$ cat config.mk
export PLATFORM = sky130hd
export DESIGN_NAME = qpos_counter
export DESIGN_NICKNAME = d
export VERILOG_FILES = /design/src/rtl/qpos_pkg.sv /design/src/rtl/qpos_sync.sv /design/src/rtl/qpos_decode.sv /design/src/rtl/qpos_accum.sv /design/src/rtl/qpos_counter.sv
export SDC_FILE = /design/constraint.sdc
export NUM_CORES = 1
export LEC_CHECK = 0
export ABC_AREA = 1
export CORE_UTILIZATION = 35
export DETAILED_ROUTE_END_ITERATION = 8
export PLACE_DENSITY = 0.55
export SYNTH_ARGS = -nofsm -noshare
export SYNTH_HDL_FRONTEND = slang
export SYNTH_SLANG_ARGS = --single-unit
$ cat constraint.sdc
create_clock -name clk -period 2.3 [get_ports clk]
set_input_delay 0.23 -clock clk [delete_from_list [all_inputs] [get_ports clk]]
set_output_delay 0.23 -clock clk [all_outputs]
set_load 0.02 [all_outputs]
$ cat src/rtl/qpos_pkg.sv
package qpos_pkg;
  typedef enum logic [1:0] {
    MODE_QUAD = 2'd0,
    MODE_PDIR = 2'd1,
    MODE_UP   = 2'd2,
    MODE_DOWN = 2'd3
  } cnt_mode_e;

  localparam logic [7:0] ADDR_POS = 8'h00;
  localparam logic [7:0] ADDR_MAX = 8'h08;
  localparam logic [7:0] ADDR_DEC = 8'h28;
  localparam logic [7:0] ADDR_CTL = 8'h2A;

  localparam int MODE_HI = 15;
  localparam int MODE_LO = 14;
  localparam int RES_BIT = 11;
  localparam int EN_BIT  = 3;
endpackage

$ cat src/rtl/qpos_sync.sv
module qpos_sync #(
  parameter int W      = 2,
  parameter int STAGES = 2
) (
  input  logic         clk,
  input  logic         rst_n,
  input  logic [W-1:0] din,
  output logic [W-1:0] dout
);
  logic [W-1:0] chain [STAGES];

  genvar g;
  generate
    for (g = 0; g < STAGES; g++) begin : g_stage
      if (g == 0) begin : g_first
        always_ff @(posedge clk or negedge rst_n)
          if (!rst_n) chain[0] <= '0;
          else        chain[0] <= din;
      end else begin : g_next
        always_ff @(posedge clk or negedge rst_n)
          if (!rst_n) chain[g] <= '0;
          else        chain[g] <= chain[g-1];
      end
    end
  endgenerate

  assign dout = chain[STAGES-1];
endmodule

$ cat src/rtl/qpos_decode.sv
module qpos_decode
  import qpos_pkg::*;
(
  input  logic [1:0] prev_ab,
  input  logic [1:0] cur_ab,
  input  cnt_mode_e  mode,
  input  logic       res_both,
  output logic       step_up,
  output logic       step_dn,
  output logic       pe
);
  function automatic logic [1:0] gray_pos(input logic [1:0] ab);
    case (ab)
      2'b00:   gray_pos = 2'd0;
      2'b10:   gray_pos = 2'd1;
      2'b11:   gray_pos = 2'd2;
      default: gray_pos = 2'd3;
    endcase
  endfunction

  logic       a_rise, a_fall;
  logic [1:0] delta;

  assign a_rise = cur_ab[1] & ~prev_ab[1];
  assign a_fall = ~cur_ab[1] & prev_ab[1];
  assign delta  = gray_pos(cur_ab) - gray_pos(prev_ab);

  always_comb begin
    step_up = 1'b0;
    step_dn = 1'b0;
    pe      = 1'b0;
    case (mode)
      MODE_QUAD: begin
        step_up = (delta == 2'd1);
        step_dn = (delta == 2'd3);
        pe      = (delta == 2'd2);
      end
      MODE_PDIR: begin
        step_up = a_rise & cur_ab[0];
        step_dn = a_rise & ~cur_ab[0];
      end
      MODE_UP:   step_up = a_rise | (res_both & a_fall);
      default:   step_dn = a_rise | (res_both & a_fall);
    endcase
  end
endmodule

$ cat src/rtl/qpos_accum.sv
module qpos_accum #(
  parameter int W = 32
) (
  input  logic         clk,
  input  logic         rst_n,
  input  logic         en,
  input  logic         step_up,
  input  logic         step_dn,
  input  logic         wr_pos,
  input  logic [W-1:0] wr_val,
  input  logic [W-1:0] max_val,
  output logic [W-1:0] pos
);
  localparam logic [W-1:0] ONE = W'(1);

  logic wr_ok;
  assign wr_ok = wr_pos && (wr_val <= max_val);

  always_ff @(posedge clk or negedge rst_n) begin
    if (!rst_n)                pos <= '0;
    else if (wr_ok)            pos <= wr_val;
    else if (en && step_up)    pos <= (pos == max_val) ? '0 : pos + ONE;
    else if (en && step_dn)    pos <= (pos == '0) ? max_val : pos - ONE;
  end
endmodule

$ cat src/rtl/qpos_counter.sv
module qpos_counter
  import qpos_pkg::*;
#(
  parameter int POS_W       = 32,
  parameter int ADDR_W      = 8,
  parameter int SYNC_STAGES = 2
) (
  input  logic              clk,
  input  logic              rst_n,
  input  logic              enc_a,
  input  logic              enc_b,
  input  logic [ADDR_W-1:0] bus_addr,
  input  logic              bus_wr,
  input  logic [POS_W-1:0]  bus_wdata,
  output logic [POS_W-1:0]  bus_rdata,
  output logic              phase_err
);
  localparam logic [ADDR_W-1:0] A_POS = ADDR_W'(ADDR_POS);
  localparam logic [ADDR_W-1:0] A_MAX = ADDR_W'(ADDR_MAX);
  localparam logic [ADDR_W-1:0] A_DEC = ADDR_W'(ADDR_DEC);
  localparam logic [ADDR_W-1:0] A_CTL = ADDR_W'(ADDR_CTL);
  localparam int PAD16 = POS_W - 16;
  localparam int PAD4  = POS_W - 4;

  cnt_mode_e        mode_q;
  logic             res_q, en_q;
  logic [POS_W-1:0] max_q, pos_q;
  logic [1:0]       ab_sync, ab_prev;
  logic             step_up, step_dn, pe_raw, pos_wr;

  qpos_sync #(.W(2), .STAGES(SYNC_STAGES)) u_sync (
    .clk(clk), .rst_n(rst_n), .din({enc_a, enc_b}), .dout(ab_sync)
  );

  always_ff @(posedge clk or negedge rst_n) begin
    if (!rst_n) begin
      ab_prev   <= 2'b00;
      phase_err <= 1'b0;
    end else begin
      ab_prev   <= ab_sync;
      phase_err <= pe_raw;
    end
  end

  qpos_decode u_dec (
    .prev_ab(ab_prev), .cur_ab(ab_sync), .mode(mode_q), .res_both(res_q),
    .step_up(step_up), .step_dn(step_dn), .pe(pe_raw)
  );

  assign pos_wr = bus_wr && (bus_addr == A_POS);

  qpos_accum #(.W(POS_W)) u_acc (
    .clk(clk), .rst_n(rst_n), .en(en_q), .step_up(step_up), .step_dn(step_dn),
    .wr_pos(pos_wr), .wr_val(bus_wdata), .max_val(max_q), .pos(pos_q)
  );

  always_ff @(posedge clk or negedge rst_n) begin
    if (!rst_n) begin
      mode_q <= MODE_QUAD;
      res_q  <= 1'b0;
      en_q   <= 1'b0;
      max_q  <= '1;
    end else if (bus_wr) begin
      if (bus_addr == A_MAX) max_q <= bus_wdata;
      if (bus_addr == A_DEC) begin
        mode_q <= cnt_mode_e'(bus_wdata[MODE_HI:MODE_LO]);
        res_q  <= bus_wdata[RES_BIT];
      end
      if (bus_addr == A_CTL) en_q <= bus_wdata[EN_BIT];
    end
  end

  always_comb begin
    case (bus_addr)
      A_POS:   bus_rdata = pos_q;
      A_MAX:   bus_rdata = max_q;
      A_DEC:   bus_rdata = {{PAD16{1'b0}}, mode_q, 2'b00, res_q, 11'b0};
      A_CTL:   bus_rdata = {{PAD4{1'b0}}, en_q, 3'b000};
      default: bus_rdata = '0;
    endcase
  end
endmodule

==> results.py, run 1 <==
metrics = {
    "grt": {
        "grt-ovfl-total": 0,
        "grt_max_degree": 65,
        "grtUsageTotal_pct": 27.59,
        "antenna_found_initial": 0,
        "grt_pass1_wl_um": 49390,
        "grt_pass1_vias": 8713,
    },
    "route": {
        "ant_nets": 0,
        "routed_via_density": 5.138,
        "drtIter0Drc": 591,
        "drt_wl_total_um": 32640,
        "drc": 0,
        "dr_total_vias": 9207,
        "post_drt_wl_per_cell_um": 18.21,
        "firstDrtPassIters": 7,
    },
    "timing": {
        "fin_crit_ns": 2.352,
        "skew_ns": 0.009346,
        "final-setup-viol-count": 18,
        "finalMaxSlewViolations": 0,
        "fin_ws_ns": -0.05175,
        "hold_viol_final": 0,
        "max_freq_mhz": 425.2,
        "max_slew_margin_pct": 55.28,
        "fin_crit_sh_pct": 102.3,
        "tns_ns": -0.3576,
        "rsz0062_at_grt": "yes",
        "tightest_slew_ns": 0.6708,
    },
    "cells_and_area": {
        "drive_above_1_share_pct": 26.74,
        "syn2layout_area_growth_pct": 39.76,
        "post-route-util_pct": 49.69,
        "seqCellArea_sq_mm": 0.001917,
        "final_cell_mix": "nand2_1 (394), buf_4 (166), nor2_1 (146)",
        "final_common_cell": "nand2_1",
        "nNetsFinal": 1587,
        "fillers": 2336,
        "diodes": 0,
        "final_area_sq_mm": 0.01122,
        "multi_input_area_sq_mm": 0.005736,
    },
    "run_status": {
        "outcome": "finished, violations left",
        "violations": "setup timing",
    },
    "worst_hold_path": {
        "holdCritStartpoint": "enc_b",
        "hp-class": "in -> reg",
        "worstHoldPathCells": 1,
        "hold_end": "u_sync.chain[2]$_DFF_PN0_",
    },
    "floorplan": {
        "start_util_pct": 35.55,
        "row_count": 55,
        "die_area_sq_mm": 0.02354,
        "core_sq_mm": 0.02257,
        "ios": 78,
        "dieHeight_um": 153.4,
        "die_w_um": 153.4,
    },
    "place": {
        "dp_hpwl_um": 24770,
        "portBuffers": 77,
        "globalplace.congestion": 0.9968,
        "place_area_sq_mm": 0.01009,
    },
    "cts": {
        "clock_latency_ns": 0.36,
        "numCtsBuffers": 9,
        "root_buffer": "clkbuf_16",
        "htreeDepth": 3,
        "clk_pin_slew_ns": 0.07,
        "cts_buffer_depth": 2,
        "cts.sinks": 75,
        "cts_tree": "done",
    },
    "worst_setup_path": {
        "startpoint": "max_q[9]$_DFFE_PN1P_",
        "cp_common_cell": "nand2_1",
        "path_buf_inv": 5,
        "cpPeakStageDelay_ns": 0.56,
        "crit_arrival_ns": 2.60,
        "slowest_stage": "dfstp_2",
        "crit_type": "reg -> reg",
        "worst_r2r_startpoint": "max_q[9]$_DFFE_PN1P_",
        "endpoint_kind": "register",
        "crit_chain": "inv_4, ha_4, buf_12, nand3_2, nor3_2, buf_4, nand4_1, nand2_2, nand2_8, buf_12, buf_16, nand2_1, nand2_1, nand2_1, nand2_1",
        "r2r_cells": 15,
        "reg2reg_slack_ns": -0.05,
        "critPathMaxFanout": 6,
        "critPathTopFamily": "simple AND/OR/NAND/NOR gates",
        "cp.required_ns": 2.55,
        "critPathLaunchType": "register",
        "worstReg2RegEnd": "u_acc.pos[22]$_DFFE_PN0P_",
    },
    "pwr": {
        "peakVddDrop_mv": 0.3520,
        "pwr_density_cell_mw_per_mm2": 590.6,
        "p_leak_nw": 5.432,
    },
    "logic_synthesis": {
        "ys_async_sr_fraction_pct": 100.0,
        "synth_cell_types": 45,
        "ys_warn_count": 0,
        "syn_inst": 1297,
        "ys_ff_latch": 75,
        "syn_area_sq_mm": 0.008025,
        "syn_avg_cell_area_sq_um": 6.188,
        "synth_edf_count": 0,
        "ys.flop_type": "dfrtp_1",
        "synth.net_count": 1382,
        "yosysSeqAreaShare_pct": 23.89,
    },
    "job": {
        "drv_cap": 0,
    },
}
## worst max-delay path by stage
stage / to / slack (ns) / cells after the start
floorplan: u_acc.pos[14]$_DFFE_PN0P_ / 0.11 / 12
global placement: bus_rdata[12] / -0.31 / 7
detailed placement: bus_rdata[12] / -0.32 / 6
CTS: u_acc.pos[22]$_DFFE_PN0P_ / 0.0007 / 15
global route: u_acc.pos[13]$_DFFE_PN0P_ / -0.13 / 17
finish: u_acc.pos[22]$_DFFE_PN0P_ / -0.05 / 15
## cells by family after synthesis
group | synth area share [%]
adders and majority gates | 6.236
and+or+nand+nor | 44.17
AOI/OAI and AO/OA | 8.731
buffers and inverters | 12.18
DFF | 23.89
xor gates and xnor gates | 4.802
## registers in the layout (all words and copies together) (netlist names)
| name | cells |
|---|---|
| ab_prev | 2 |
| en_q | 1 |
| max_q | 32 |
| mode_q | 2 |
| phase_err | 1 |
| res_q | 1 |
| u_acc.pos | 32 |
| u_sync.chain | 2 |
| u_sync.dout | 2 |
## layout make-up
type / count / share of cell area (%)
clock inverter: 7 / 0.6024
tap: 285 / 3.179
timing repair buffer: 265 / 21.36
multi-input combinational: 1016 / 51.14
sequential: 75 / 17.09
clock buffer: 9 / 2.008
inverter: 135 / 4.618
## Yosys cell counts, types with 2 or more instances
master	count	share of area [%]
a21oi_1	36	2.2
and2_1	3	0.23
buf_2	21	1.3
buf_4	10	0.94
buf_6	18	2.5
clkbuf_1	21	0.98
dfrtp_1	43	13
dfstp_2	32	10
ha_1	40	6.2
inv_1	127	5.9
inv_2	5	0.23
nand2_1	415	19
nand2_2	10	0.78
nand3_1	156	9.7
nand3b_1	2	0.19
nand4_1	21	1.6
nor2_1	162	7.6
nor2_2	4	0.31
nor2_4	10	1.4
nor2_8	4	1.0
nor3_1	10	0.62
o211ai_1	5	0.47
o21ai_0	32	2.0
o21ai_1	15	0.94
o221ai_1	4	0.44
o22ai_1	28	2.2
or2_2	3	0.23
xnor2_1	12	1.3
xor2_1	32	3.5
## per-stage QoR
step                setup WS (ns)  instances  power (W)  hold slack (ns)
floorplan                  0.1065       1297   0.003838         -0.06559
global placement          -0.3056       1760   0.004918           0.2359
detailed placement        -0.3160       1760   0.004919           0.2313
CTS                     0.0007039       1780   0.006465           0.3028
global route              -0.1278       1792   0.007067           0.3159
finish                   -0.05175       1792   0.006624           0.3035
## routing by layer
| layer | GRT usage, % | share of wire (%) | vias to the layer above | wire (um) |
|---|---|---|---|---|
| li1 | - | - | 4576 | - |
| met1 | 37.16 | 46 | 4338 | 15050 |
| met2 | 46.47 | 47 | 261 | 15200 |
| met3 | 2.694 | 5.2 | 32 | 1711 |
| met4 | 8.476 | 2.1 | 0 | 682 |
| met5 | 0 | 0 | - | 0 |
## repair_timing
item | 4_1_cts | 5_1_grt
setup endpoints to repair | 63 | 57
gates cloned | 2 | 4
hold endpoints to repair | 22 | 0
hold buffers | 1 | 0
pin swaps | 16 | 35
buffers inserted | 1 | 8
gates resized for setup | 70 | 137
## where the power goes
group | internal (W) | switching [W]
Combinational | 0.00139 | 0.00193
Clock | 0.000766 | 0.000733
Sequential | 0.00149 | 0.000308
Total | 0.00365 | 0.00298
(Power assumes the default switching activity.)
==> inputs of run 2 (changes only) <==
- CORE_MARGIN: default -> 3
- CTS_CLUSTER_DIAMETER: default -> 100
==> results.py, run 2 (synthesis results as in run 1) <==
metrics = {
    "floorplan": {
        "core_sq_mm": 0.02216,
        "ios": 78,
        "start_util_pct": 36.21,
        "die_area_sq_mm": 0.02478,
        "row_count": 54,
        "dieHeight_um": 157.4,
        "die_w_um": 157.4,
    },
    "worst_setup_path": {
        "cpPeakStageDelay_ns": 0.54,
        "crit_type": "reg -> reg",
        "slowest_stage": "dfstp_2",
        "cp.required_ns": 2.59,
        "crit_arrival_ns": 2.77,
        "crit_chain": "inv_2, ha_4, nand2_2, inv_2, buf_6, nand4_1, nor2_4, nand4_1, nand2_4, buf_12, nand2_8, buf_12, buf_16, nand3_2, nand2_1, nor2_1",
        "endpoint_kind": "register",
        "critPathMaxFanout": 6,
        "critPathLaunchType": "register",
    },
    "timing": {
        "max_freq_mhz": 402.1,
        "hold_viol_final": 0,
        "skew_ns": 0.01050,
        "fin_crit_ns": 2.487,
        "fin_crit_sh_pct": 108.1,
        "rsz0062_at_grt": "yes",
        "final-setup-viol-count": 32,
        "tns_ns": -3.372,
        "tightest_slew_ns": 0.5688,
        "max_slew_margin_pct": 62.08,
        "fin_ws_ns": -0.1867,
        "finalMaxSlewViolations": 0,
    },
    "route": {
        "dr_total_vias": 9435,
        "drc": 0,
        "drtIter0Drc": 837,
        "post_drt_wl_per_cell_um": 18.71,
        "firstDrtPassIters": 5,
        "ant_nets": 0,
        "routed_via_density": 5.259,
        "drt_wl_total_um": 33570,
    },
    "grt": {
        "grt-ovfl-total": 0,
        "grtUsageTotal_pct": 27.60,
        "grt_pass1_vias": 9023,
        "antenna_found_initial": 0,
        "grt_max_degree": 65,
        "grt_pass1_wl_um": 52560,
    },
    "cts": {
        "root_buffer": "clkbuf_16",
        "clk_pin_slew_ns": 0.07,
        "cts_buffer_depth": 2,
        "cts.sinks": 75,
        "clock_latency_ns": 0.36,
        "cts_tree": "done",
        "htreeDepth": 3,
        "numCtsBuffers": 9,
    },
    "cells_and_area": {
        "final_common_cell": "nand2_1",
        "nNetsFinal": 1594,
        "drive_above_1_share_pct": 27.48,
        "seqCellArea_sq_mm": 0.001917,
        "diodes": 0,
        "largestRegisters": "max_q: 32 flops, u_acc.pos: 32 flops",
        "syn2layout_area_growth_pct": 40.21,
        "fillers": 2298,
        "multi_input_area_sq_mm": 0.005678,
        "final_cell_mix": "nand2_1 (384), buf_4 (162), nor2_1 (154)",
        "final_area_sq_mm": 0.01125,
    },
    "place": {
        "globalplace.congestion": 0.9531,
        "dp_hpwl_um": 24590,
        "place_area_sq_mm": 0.01006,
        "portBuffers": 77,
    },
    "pwr": {
        "peakVddDrop_mv": 0.4067,
        "pwr_density_cell_mw_per_mm2": 609.2,
        "p_leak_nw": 5.507,
    },
    "run_status": {
        "violations": "setup timing",
        "outcome": "finished, violations left",
    },
    "job": {
        "drv_cap": 0,
    },
    "worst_hold_path": {
        "hp-class": "in -> async",
    },
}
==> run 2: changes by cell type in the layout (fill, tap and decap cells not counted), sizes merged, moves of 6 or more <==
cell           change
buf               +18
clkbuf             +8
clkdlybuf4s15     -13
dlygate4sd2        -6
==> run 2: cell type report <==
| type | count | area share, % |
|---|---|---|
| Multi-Input combinational cell | 1017 | 50.46 |
| Timing Repair Buffer | 271 | 22.05 |
| Sequential cell | 75 | 17.04 |
| Inverter | 135 | 4.604 |
| Tap cell | 280 | 3.114 |
| Clock buffer | 9 | 2.002 |
| Clock inverter | 7 | 0.7339 |
==> run 2: worst paths after layout <==
| check | endpoint | from | cells past startpoint | slack (ns) |
|---|---|---|---|---|
| setup / recovery | u_acc.pos[14]$_DFFE_PN0P_ | max_q[19]$_DFFE_PN1P_ | 16 | -0.19 |
| hold / removal | phase_err$_DFF_PN0_ | rst_n | 2 | 0.30 |
| setup reg to reg | u_acc.pos[14]$_DFFE_PN0P_ | max_q[19]$_DFFE_PN1P_ | 16 | -0.19 |
| hold reg to reg | u_sync.dout[0]$_DFF_PN0_ | u_sync.chain[2]$_DFF_PN0_ | 0 | 0.35 |
| max in group asynchronous | max_q[24]$_DFFE_PN1P_ | rst_n | 3 | 1.35 |
| min in group clk | u_sync.chain[2]$_DFF_PN0_ | enc_b | 1 | 0.31 |
==> run 2: metrics by stage <==
stage / hold WS (ns) / total power, W / worst slack, ns / instances / utilization, %
final: 0.2990 / 0.006855 / -0.1867 / 1794 / 50.77
after global routing: 0.2975 / 0.007347 / -0.3080 / 1794 / 50.77
after global placement: 0.1371 / 0.004905 / -0.4134 / 1756 / 45.38
after CTS: 0.2922 / 0.006740 / -0.1384 / 1795 / 50.92
after detailed placement: 0.1382 / 0.004913 / -0.4384 / 1756 / 45.38
after floorplan: -0.06559 / 0.003838 / 0.1065 / 1297 / -
==> run 2: worst max-delay path: cells and delay by family, from the launching register on <==
family / cells / cell delay (ns)
flops: 1 / 0.54
simple gates: 9 / 0.98
buf+inv: 6 / 0.62
fa+ha+maj: 1 / 0.27
==> run 2: power by group <==
group | switching (W) | internal [W]
clock | 0.000714 | 0.000863
combinational | 0.00195 | 0.00147
sequential | 0.000376 | 0.00149
total | 0.00304 | 0.00381
==> run 2: layer usage <==
metal | vias up | part of all wire (%) | routed length (um) | global-route usage, %
met5 | - | 0 | 0 | 0
met4 | 0 | 2.0 | 677 | 7.273
met3 | 42 | 7.6 | 2563 | 3.987
met2 | 346 | 45 | 15250 | 43.54
met1 | 4442 | 45 | 15080 | 39.61
li1 | 4605 | - | - | -
==> run 2: repair_timing <==
action                     CTS  global route
pin swaps                   32            24
hold endpoints to repair    10             0
gates resized for setup    169            84
setup endpoints to repair   64            64
cloned                      11             0
hold buffers                 1             0
setup buffers               13             1
==> inputs of run 3 (changes only) <==
- DONT_BUFFER_PORTS: default -> 1
- PLACE_DENSITY: 0.55 -> 0.51
==> results.py, run 3 (synthesis results as in run 1) <==
metrics = {
    "floorplan": {
        "row_count": 54,
        "core_sq_mm": 0.02216,
        "ios": 78,
        "die_w_um": 157.4,
        "dieHeight_um": 157.4,
        "start_util_pct": 36.21,
        "die_area_sq_mm": 0.02478,
    },
    "cts": {
        "numCtsBuffers": 9,
        "htreeDepth": 3,
        "clk_pin_slew_ns": 0.07,
        "cts_buffer_depth": 2,
        "cts_tree": "done",
        "root_buffer": "clkbuf_16",
        "clock_latency_ns": 0.36,
        "cts.sinks": 75,
    },
    "route": {
        "drt_wl_total_um": 32500,
        "drc": 0,
        "routed_via_density": 5.314,
        "drtIter0Drc": 829,
        "ant_nets": 0,
        "firstDrtPassIters": 6,
        "post_drt_wl_per_cell_um": 18.92,
        "dr_total_vias": 9130,
    },
    "pwr": {
        "peakVddDrop_mv": 0.2956,
        "p_leak_nw": 5.151,
        "finalPower_w": 0.006658,
        "pwr_density_cell_mw_per_mm2": 632.1,
    },
    "timing": {
        "tns_ns": -0.2926,
        "finalMaxSlewViolations": 0,
        "max_freq_mhz": 424.9,
        "holdWs_ns": 0.008512,
        "final-setup-viol-count": 16,
        "fin_ws_ns": -0.05351,
        "skew_ns": 0.007046,
        "rsz0062_at_grt": "yes",
        "tightest_slew_ns": 0.6803,
        "fin_crit_ns": 2.354,
        "max_slew_margin_pct": 54.64,
        "hold_viol_final": 0,
        "fin_crit_sh_pct": 102.3,
    },
    "worst_setup_path": {
        "critPathLaunchType": "register",
        "worst_r2r_startpoint": "max_q[21]$_DFFE_PN1P_",
        "startpoint": "max_q[21]$_DFFE_PN1P_",
        "crit_chain": "inv_2, ha_4, a21oi_2, nor2_1, nor2_1, nand3_2, a21oi_4, nand2_2, nand2_4, buf_12, nand2_8, clkbuf_16, nand3_2, nand3_1",
        "path_buf_inv": 3,
        "crit_type": "reg -> reg",
        "slowest_stage": "dfstp_2",
        "cpPeakStageDelay_ns": 0.54,
        "critPathMaxFanout": 6,
        "endpoint_kind": "register",
        "crit_arrival_ns": 2.59,
        "cp.required_ns": 2.53,
        "critPathTopFamily": "simple AND/OR/NAND/NOR gates",
    },
    "worst_hold_path": {
        "hp-class": "in -> reg",
        "holdCritStartpoint": "bus_wdata[2]",
    },
    "place": {
        "pre_cts_ws_ns": -0.3276,
        "place_area_sq_mm": 0.009220,
        "portBuffers": 0,
        "dp_hpwl_um": 24430,
        "globalplace.congestion": 0.9490,
    },
    "grt": {
        "use_met1_pct": 38.46,
        "grtUsageTotal_pct": 25.28,
        "grt_max_degree": 76,
        "busiest_layer": "met1",
        "grt-ovfl-total": 0,
        "antenna_found_initial": 0,
        "met2_usage_pct": 37.45,
        "grt_pass1_wl_um": 48640,
        "grt_pass1_vias": 8532,
        "use_met3_pct": 3.739,
    },
    "cells_and_area": {
        "final_cell_mix": "nand2_1 (382), buf_4 (155), nor2_1 (151)",
        "drive_above_1_share_pct": 26.08,
        "syn2layout_area_growth_pct": 31.26,
        "final_area_sq_mm": 0.01053,
        "final_common_cell": "nand2_1",
        "largestRegisters": "max_q: 32 flops, u_acc.pos: 32 flops",
        "fillers": 2371,
        "seqCellArea_sq_mm": 0.001918,
        "multi_input_area_sq_mm": 0.005667,
        "diodes": 0,
        "nNetsFinal": 1518,
    },
    "run_status": {
        "violations": "setup timing",
        "outcome": "finished, violations left",
    },
    "job": {
        "drv_cap": 0,
    },
}
-- run 3: cell type report --
type                       instances  area share (%)
clock buffer                      10           2.269
clock inverter                     6          0.6058
tap                              280           3.326
multi-input combinational       1017           53.79
inverter                         135           4.941
sequential                        75           18.21
timing repair buffer             195           16.85
-- run 3: path summary, 6_finish.rpt --
kind / to / slack [ns] / cells after the start
min in group asynchronous: u_sync.chain[3]$_DFF_PN0_ / 0.42 / 2
setup / recovery: u_acc.pos[10]$_DFFE_PN0P_ / -0.05 / 14
max in group asynchronous: max_q[30]$_DFFE_PN1P_ / 1.49 / 2
hold reg to reg: u_sync.dout[1]$_DFF_PN0_ / 0.35 / 0
hold / removal: max_q[2]$_DFFE_PN1P_ / 0.009 / 2
setup reg to reg: u_acc.pos[10]$_DFFE_PN0P_ / -0.05 / 14
-- run 3: repair_timing --
item / 4_1_cts / 5_1_grt
gates resized for setup: 24 / 114
endpoints found under the setup margin: 32 / 32
endpoints found under the hold margin: 91 / 0
hold buffers: 17 / 0
gates cloned: 1 / 8
buffers inserted: 1 / 7
pin swaps: 4 / 27
-- run 3: layer usage --
metal  routed length, um  vias up
li1                    -     4447
met1               15650     4296
met2               13830      346
met3                2411       41
met4                 604        0
met5                   0        -
-- run 3: worst register-to-register path, cell delays in order (launching register included) --
cell and delay, ns:
dfstp_2 0.54, inv_2 0.05, ha_4 0.22, a21oi_2 0.14, nor2_1 0.05, nor2_1 0.12
nand3_2 0.12, a21oi_4 0.21, nand2_2 0.09, nand2_4 0.16, buf_12 0.13, nand2_8 0.07
clkbuf_16 0.19, nand3_2 0.07, nand3_1 0.07
-- run 3: power by group --
group | internal, W | switching [W] | total [W]
clock | 0.000872 | 0.000661 | 0.00153
sequential | 0.00149 | 0.000373 | 0.00186
combinational | 0.00136 | 0.00191 | 0.00326
-- run 3: per-stage QoR --
| step | std cells | utilization [%] |
|---|---|---|
| 2_1_floorplan | 1297 | - |
| 3_3_place_gp | 1670 | 41.60 |
| 3_5_place_dp | 1670 | 41.60 |
| 4_1_cts | 1705 | 44.52 |
| 5_1_grt | 1718 | 47.53 |
| 6_report | 1718 | 47.53 |
